==> src/rtl/apoll_pkg.sv <==
package apoll_pkg;
  typedef enum logic [1:0] {ST_IDLE, ST_REQ, ST_GAP} apoll_st_e;

  // code 0 -> no gap, code n -> 2^(n+base) MDC periods
  function automatic int unsigned gap_periods(input int unsigned code, input int unsigned base);
    return (code == 0) ? 0 : (32'd1 << (code + base));
  endfunction
endpackage

==> src/rtl/apoll_gap_timer.sv <==
module apoll_gap_timer #(
  parameter int DLY_W    = 3,
  parameter int GAP_BASE = 4,
  parameter int CNT_W    = 12
) (
  input  logic             clk_i,
  input  logic             rst_ni,
  input  logic             load_i,
  input  logic [DLY_W-1:0] code_i,
  input  logic             run_i,
  input  logic             tick_i,
  output logic             zero_o,
  output logic             expire_o
);
  logic [CNT_W-1:0] cnt_q;
  logic [CNT_W-1:0] len;

  assign len      = CNT_W'(apoll_pkg::gap_periods(32'(code_i), GAP_BASE));
  assign zero_o   = (code_i == '0);
  assign expire_o = run_i && tick_i && (cnt_q == CNT_W'(1));

  always_ff @(posedge clk_i or negedge rst_ni) begin
    if (!rst_ni)                            cnt_q <= '0;
    else if (load_i)                        cnt_q <= len;
    else if (run_i && tick_i && cnt_q != '0) cnt_q <= cnt_q - CNT_W'(1);
  end
endmodule

==> src/rtl/apoll_seq.sv <==
module apoll_seq (
  input  logic clk_i,
  input  logic rst_ni,
  input  logic en_i,
  input  logic done_i,
  input  logic gap_zero_i,
  input  logic expire_i,
  output logic req_o,
  output logic run_o,
  output logic accept_o
);
  import apoll_pkg::*;
  apoll_st_e st_q, st_d;

  always_comb begin
    st_d = st_q;
    unique case (st_q)
      ST_IDLE: if (en_i) st_d = ST_REQ;
      ST_REQ: begin
        if (!en_i)       st_d = ST_IDLE;
        else if (done_i) st_d = gap_zero_i ? ST_REQ : ST_GAP;
      end
      ST_GAP: begin
        if (!en_i)         st_d = ST_IDLE;
        else if (expire_i) st_d = ST_REQ;
      end
      default: st_d = ST_IDLE;
    endcase
  end

  always_ff @(posedge clk_i or negedge rst_ni) begin
    if (!rst_ni) st_q <= ST_IDLE;
    else         st_q <= st_d;
  end

  assign req_o    = (st_q == ST_REQ);
  assign run_o    = (st_q == ST_GAP);
  assign accept_o = req_o && done_i && en_i;
endmodule

==> src/rtl/apoll_shadow_cmp.sv <==
module apoll_shadow_cmp #(
  parameter int DATA_W = 16
) (
  input  logic              clk_i,
  input  logic              rst_ni,
  input  logic              accept_i,
  input  logic              err_i,
  input  logic [DATA_W-1:0] data_i,
  input  logic              rearm_i,
  input  logic              clr_i,
  output logic [DATA_W-1:0] shadow_o,
  output logic              chg_o
);
  logic seeded_q;
  logic good;
  logic diff;

  assign good = accept_i && !err_i;
  assign diff = seeded_q && (data_i != shadow_o);

  always_ff @(posedge clk_i or negedge rst_ni) begin
    if (!rst_ni) begin
      shadow_o <= '0;
      seeded_q <= 1'b0;
    end else if (rearm_i) begin
      seeded_q <= 1'b0;
    end else if (good) begin
      shadow_o <= data_i;
      seeded_q <= 1'b1;
    end
  end

  // a new change wins over a clear in the same cycle
  always_ff @(posedge clk_i or negedge rst_ni) begin
    if (!rst_ni)           chg_o <= 1'b0;
    else if (good && diff) chg_o <= 1'b1;
    else if (clr_i)        chg_o <= 1'b0;
  end
endmodule

==> src/rtl/phy_autopoll.sv <==
module phy_autopoll #(
  parameter int          DATA_W   = 16,
  parameter int          ADDR_W   = 5,
  parameter int          DLY_W    = 3,
  parameter int          GAP_BASE = 4,
  parameter int unsigned STAT_REG = 1
) (
  input  logic              clk_i,
  input  logic              rst_ni,
  input  logic              en_i,
  input  logic [DLY_W-1:0]  dly_i,
  input  logic [ADDR_W-1:0] phy_addr_i,
  input  logic              ie_i,
  input  logic              clr_i,
  input  logic              mdc_tick_i,
  output logic              rd_req_o,
  output logic [ADDR_W-1:0] rd_phy_o,
  output logic [ADDR_W-1:0] rd_reg_o,
  input  logic              rd_done_i,
  input  logic [DATA_W-1:0] rd_data_i,
  input  logic              rd_err_i,
  output logic [DATA_W-1:0] shadow_o,
  output logic              chg_o,
  output logic              irq_o
);
  localparam int unsigned MAX_GAP = apoll_pkg::gap_periods((1 << DLY_W) - 1, GAP_BASE);
  localparam int          CNT_W   = $clog2(MAX_GAP + 1);

  logic gap_zero, expire, run, accept;

  apoll_seq u_seq (
    .clk_i, .rst_ni, .en_i,
    .done_i(rd_done_i), .gap_zero_i(gap_zero), .expire_i(expire),
    .req_o(rd_req_o), .run_o(run), .accept_o(accept)
  );

  apoll_gap_timer #(.DLY_W(DLY_W), .GAP_BASE(GAP_BASE), .CNT_W(CNT_W)) u_timer (
    .clk_i, .rst_ni, .load_i(accept), .code_i(dly_i), .run_i(run),
    .tick_i(mdc_tick_i), .zero_o(gap_zero), .expire_o(expire)
  );

  apoll_shadow_cmp #(.DATA_W(DATA_W)) u_cmp (
    .clk_i, .rst_ni, .accept_i(accept), .err_i(rd_err_i), .data_i(rd_data_i),
    .rearm_i(!en_i), .clr_i, .shadow_o, .chg_o
  );

  assign rd_phy_o = phy_addr_i;
  assign rd_reg_o = ADDR_W'(STAT_REG);
  assign irq_o    = chg_o && ie_i;
endmodule

==> config.mk <==
export PLATFORM = sky130hd
export DESIGN_NAME = phy_autopoll
export DESIGN_NICKNAME = d
export VERILOG_FILES = /design/src/rtl/apoll_pkg.sv /design/src/rtl/apoll_gap_timer.sv /design/src/rtl/apoll_seq.sv /design/src/rtl/apoll_shadow_cmp.sv /design/src/rtl/phy_autopoll.sv
export SDC_FILE = /design/constraint.sdc
export NUM_CORES = 1
export LEC_CHECK = 0
export ABC_AREA = 1
export BUFFER_PORTS_ARGS = -buffer_cell sky130_fd_sc_hd__buf_4
export CORE_UTILIZATION = 55
export DETAILED_ROUTE_END_ITERATION = 6
export PLACE_DENSITY = 0.92
export RECOVER_POWER = 25
export SLEW_MARGIN = 30
export SYNTH_ARGS = -nofsm -noshare
export SYNTH_HDL_FRONTEND = slang
export SYNTH_SLANG_ARGS = --single-unit
export TNS_END_PERCENT = 30
==> constraint.sdc <==
create_clock -name clk_i -period 2.36 [get_ports clk_i]
set_clock_uncertainty 0.1 [all_clocks]
set_input_delay 0.236 -clock clk_i [delete_from_list [all_inputs] [get_ports clk_i]]
set_output_delay 0.236 -clock clk_i [all_outputs]
set_load 0.05 [all_outputs]
After elaboration in Yosys (flattened, before gate mapping)
Cells that the tools add are included.
{"block": "totals", "word_cells": 47, "out_inout_bits": 29, "ff_bits": 32}
{"block": "classes", "shift": 1, "n_mux": 14, "n_addsub": 2, "n_eq_ne": 8, "reduce_logical": 17}
{"operator": "two-way mux 12 bit", "count": 3}
{"operator": "<< shifter 1 x 32 -> 12 bit, first input constant", "count": 1}
{"operator": "!= test 16 bit", "count": 1}
{"operator": "equality test 12 x 1 -> 1 bit, second input constant", "count": 1}
{"operator": "two-way mux 2 bit", "count": 6}
{"operator": "nonzero test 12 bit", "count": 1}
{"operator": "subtractor 12 x 1 -> 12 bit, second input constant", "count": 1}
{"operator": "logical AND 1 bit", "count": 9}
{"operator": "!= test 3 bit, second input constant", "count": 2}
{"operator": "one-hot mux 2 bit (3 select lines)", "count": 1}
{"operator": "adder 3 x 3 -> 4 bit, second input constant", "count": 1}
{"operator": "two-way mux 1 bit", "count": 4}
{"operator": "nonzero test 2 bit", "count": 2}
{"operator": "zero test 3 bit", "count": 1}
{"operator": "AND reduction 3 bit", "count": 1}
{"operator": "equality test 2 x 1 -> 1 bit, second input constant", "count": 1}
{"operator": "equality test 2 bit, second input constant", "count": 1}
{"operator": "zero test 2 bit", "count": 1}
{"operator": "!= test 2 x 1 -> 1 bit, second input constant", "count": 1}
{"operator": "!= test 2 bit, second input constant", "count": 1}
{"operator": "AND reduction 2 bit", "count": 1}
{"operator": "zero test 1 bit", "count": 1}

Longest topological paths before layout
{"block": "depth", "ltp_word": 6, "depth_mapped": 10}

By module
From an unflattened synthesis, not the netlist that was laid out.
{"block": "unflattened", "hier_cells": 330, "area_unflattened_um2": 2279.7}
{"mod": "apoll_shadow_cmp", "area_each_um2": 1096.1, "seq_area_each_um2": 450.4, "n_inst": 1, "cells_each": 159}
{"mod": "apoll_gap_timer", "area_each_um2": 938.4, "seq_area_each_um2": 300.3, "n_inst": 1, "cells_each": 133}
{"mod": "apoll_seq", "area_each_um2": 151.4, "seq_area_each_um2": 50.0, "n_inst": 1, "cells_each": 23}
{"mod": "phy_autopoll", "area_each_um2": 93.8, "seq_area_each_um2": 0.0, "n_inst": 1, "cells_each": 15}

Least setup slack after synthesis
OpenSTA, ideal clock, no wires.
{"block": "synth_timing", "kind": "register to register", "startpoint": "register u_seq.st_q[1]", "endpoint": "register u_cmp.shadow_o[0]", "path_buffers": 2, "period_less_slack_ns": 1.894, "stages_incl_launch_ff": 10, "path_slack_ns": 0.466, "arrival_time_ns": 1.674, "cell_sequence": "dfrtp_1 -> nor2_4 -> nand2_4 -> nor2_8 -> inv_4 -> or2_1 -> buf_6 -> buf_6 -> nand2_1 -> o21ai_2"}
{"block": "synth_via", "elab_chain_len": 5}
{"element": "start: declaration", "line": "apoll_seq.sv:13", "text": "apoll_st_e st_q, st_d;"}
{"element": "start signal: assignment", "line": "apoll_seq.sv:33", "text": "else st_q <= st_d;"}
{"element": "equality test 2 x 1 -> 1 bit", "line": "apoll_seq.sv:36", "text": "assign req_o = (st_q == ST_REQ);"}
{"element": "via rd_req_o", "line": "phy_autopoll.sv:16", "text": "output logic rd_req_o,"}
{"element": "logical AND 1 bit (2 in series)", "line": "apoll_seq.sv:38", "text": "assign accept_o = req_o && done_i && en_i;"}
{"element": "logical AND 1 bit", "line": "apoll_shadow_cmp.sv:18", "text": "assign good = accept_i && !err_i;"}
{"element": "AND reduction 2 bit (no line)"}
{"element": "end signal: assignment", "line": "apoll_shadow_cmp.sv:28", "text": "shadow_o <= data_i;"}
{"element": "end: declaration", "line": "apoll_shadow_cmp.sv:11", "text": "output logic [DATA_W-1:0] shadow_o,"}
The timed path passes the listed nets, and every way through them passes these cells.
A chain may end at the register's enable or synchronous reset.

Final worst setup path
{"block": "layout_timing", "startpoint": "register u_timer.cnt_q[2]", "endpoint": "register u_timer.cnt_q[0]"}
{"block": "layout_via", "elab_chain_len": 3}
{"element": "start: declaration", "line": "apoll_gap_timer.sv:15", "text": "logic [CNT_W-1:0] cnt_q;"}
{"element": "start signal: assignment", "line": "apoll_gap_timer.sv:24", "text": "else if (load_i) cnt_q <= len;"}
{"element": "start signal: assignment", "line": "apoll_gap_timer.sv:25", "text": "else if (run_i && tick_i && cnt_q != '0) cnt_q <= cnt_q - CNT_W'(1);"}
{"element": "nonzero test 12 bit", "line": "apoll_gap_timer.sv:25"}
{"element": "logical AND 1 bit", "line": "apoll_gap_timer.sv:25"}
{"element": "nonzero test 2 bit (no line)"}
Every way passes these cells.

==> run summary <==
H-tree depth = 2
Die Width = 63.9 um
nets = 352
Non-Filler Instances = 366
Yosys reg bits = 32
CTS Hold Bufs = 1
Initial DRT Pass Iterations = 4
distinct cell type count after synthesis = 30
Max Fclk = 531 MHz
met1 wire length = 1810 um
Startpoint Class = flop
routability congestion estimate = 0.942
Synth area leaders = dfrtp_1, nand2_1, xor2_1
Crit Path Max Fanout = 15
# setup viols final = 0
synth warn = 0
PD cells = 1210 nW/um^2
top sig layer = met4
Req. time, crit path = 2.41 ns
Top cell by count, worst path = nand2_1
I/O Pins = 61
Tot GR Track Use = 23.9%
Max Slew Vio Count = 0
initial antenna violation count = 0
share of the synthesized area in the top cell type = 38.0%
Die ar. = 4080 um^2
Slew HR = 48.2%
dominant cell type by area after synthesis = dfrtp_1
drt total wl = 4240 um
clock period minus worst slack = 1.88 ns
Root Buffer = clkbuf_8
Final ANT Viol Nets = 0
postcts setup bufs = 0
# diodes = 0
Avg Inst Size Synth = 7.63 um^2
vias = 1800
DP HPWL = 3200 um
Tightest Pin Transition = 0.777 ns
Leak = 0.00138 uW
commonest cells in the netlist = nand2_1, inv_1, dfrtp_1
vias per cell = 4.92
cell total after placement = 357
Die H = 63.9 um
met3 routed WL = 236 um
num rows = 22
Setup TNS Final = 0 ns
status = finished clean
standard cell core area = 3660 um^2
Post-Syn Area = 2110 um^2
CP max-delay cell = dfrtp_1
CTS Buffer Depth = 2
largest net degree at the start of global routing = 35
Setup WS pre-CTS = 0.500 ns
crit-path cells = nor2_1, nand2_1, nor2_1, nand2_1, nand2_2, nand2_1, nand3_1, o21ai_0
Port Buffers = 45
max_cap viols = 0
Hold Vio Cnt, Final = 0
Crit path arrival time = 1.94 ns
TritonCTS clock tree = built
# DRC = 0
wire per inst = 11.6 um
cts repair resizes = 0
cells after synthesis = 276
CTS clk-pin slew, worst paths = 0.07 ns
sequential element share of the synthesized area = 38.0%
fraction of layout cells with a size suffix above 1 = 24.2%
maximum vdd drop = 0.667 mV
first-pass GRT wire length = 7460 um
Num CTS Buffers = 5
PnR worst setup slack = 0.475 ns
Worst path max stage delay = 0.42 ns
Initial DRC Count = 126
vias in the first global route = 1741
Layout area overhead = 18.2%
total congestion overflow = 0
endpoint class of the critical path = flop
fraction of registers with async set/reset = 100%
worst setup path category = flop to flop
Met2 Routed Length = 2120 um
most numerous cell in the Yosys netlist = nand2_1
CTS sink cnt = 32
Final period util = 79.9%
top_reg_cell synth = dfrtp_1
tightest hold margin = 0.0908 ns
Initial Utilization = 57.5%
clk_lat worst skew = 0.29 ns
RSZ-0062 raised after global routing = false
Post-synth EDFFs = 0
worst min path class = input pin to flop
## per-stage QoR
stage | total power [uW] | util, % | instance area (um^2)
after floorplan | 2190 | - | 2120
after detailed placement | 2600 | 65.4 | 2390
final | 3010 | 68.0 | 2490
after global placement | 2550 | 65.4 | 2390
after CTS | 3020 | 68.0 | 2490
after global routing | 3250 | 68.0 | 2490
## state kept, by name, summed over array words and instances, names as in the netlist
| signal | cells |
|---|---|
| u_cmp.shadow_o | 16 |
| u_timer.cnt_q | 12 |
| u_seq.st_q | 2 |
| u_cmp.chg_o | 1 |
| u_cmp.seeded_q | 1 |
## worst max-delay path: cells and delay by family (launching register included)
family             cells  cell delay (ns)
AOI/OAI and AO/OA      1             0.09
DFF                    1             0.42
and+or+nand+nor        7             1.14
## metal layers
metal,track usage [%],up-vias
li1,-,932
met1,28.5,815
met4,8.52,0
met3,6.96,7
met2,40.7,46
met5,0,-
## kinds of logic after synthesis
group / Yosys count / share of synthesized area [%]
compound gates: 28 / 9.80
other cells: 2 / 0.357
fa+ha+maj: 3 / 1.78
simple gates: 136 / 28.8
xor+xnor: 19 / 7.90
buf+inv: 56 / 13.4
flops: 32 / 38.0
## final timing paths
kind / slack (ns) / start / cells after the start / endpoint
max: 0.48 / u_timer.cnt_q[2]$_DFFE_PN0P_ / 8 / u_timer.cnt_q[0]$_DFFE_PN0P_
max reg2reg: 0.48 / u_timer.cnt_q[2]$_DFFE_PN0P_ / 8 / u_timer.cnt_q[0]$_DFFE_PN0P_
min: 0.09 / clr_i / 4 / u_cmp.chg_o$_DFFE_PN0P_
min in group asynchronous: 0.45 / rst_ni / 2 / u_cmp.shadow_o[15]$_DFFE_PN0P_
min reg2reg: 0.42 / u_cmp.chg_o$_DFFE_PN0P_ / 2 / u_cmp.chg_o$_DFFE_PN0P_
max in group asynchronous: 1.21 / rst_ni / 2 / u_timer.cnt_q[11]$_DFFE_PN0P_
## report_power, final
group / leakage [uW] / switching, uW / internal, uW / total (uW)
Combinational: 0.000922 / 1080 / 555 / 1630
Clock: 0.0000479 / 208 / 205 / 413
Sequential: 0.000412 / 206 / 760 / 966
Total: 0.00138 / 1490 / 1520 / 3010
## area by class of cell
type                            count  area [um^2]
Multi-Input combinational cell    191         1030
Timing Repair Buffer               47          353
Tap cell                           48         60.1
Inverter                           40          153
Fill cell                         292         1170
Clock buffer                        5         68.8
Clock inverter                      3         18.8
Sequential cell                    32          801
## cell usage in the layout, fill, tap and decap left out, drive strengths merged, types with 2 or more instances in the layout
cell	synthesis	routed
o21ai	24	24
inv	40	40
dfrtp	32	32
nor2	27	27
clkbuf	0	6
nor3	4	4
nand2	68	68
xor2	19	19
nand3	29	29
conb	2	5
or2	2	2
clkinv	0	3
buf	16	45
nand4	5	5
ha	3	3
Note: power is estimated with default switching activity, not from simulation.
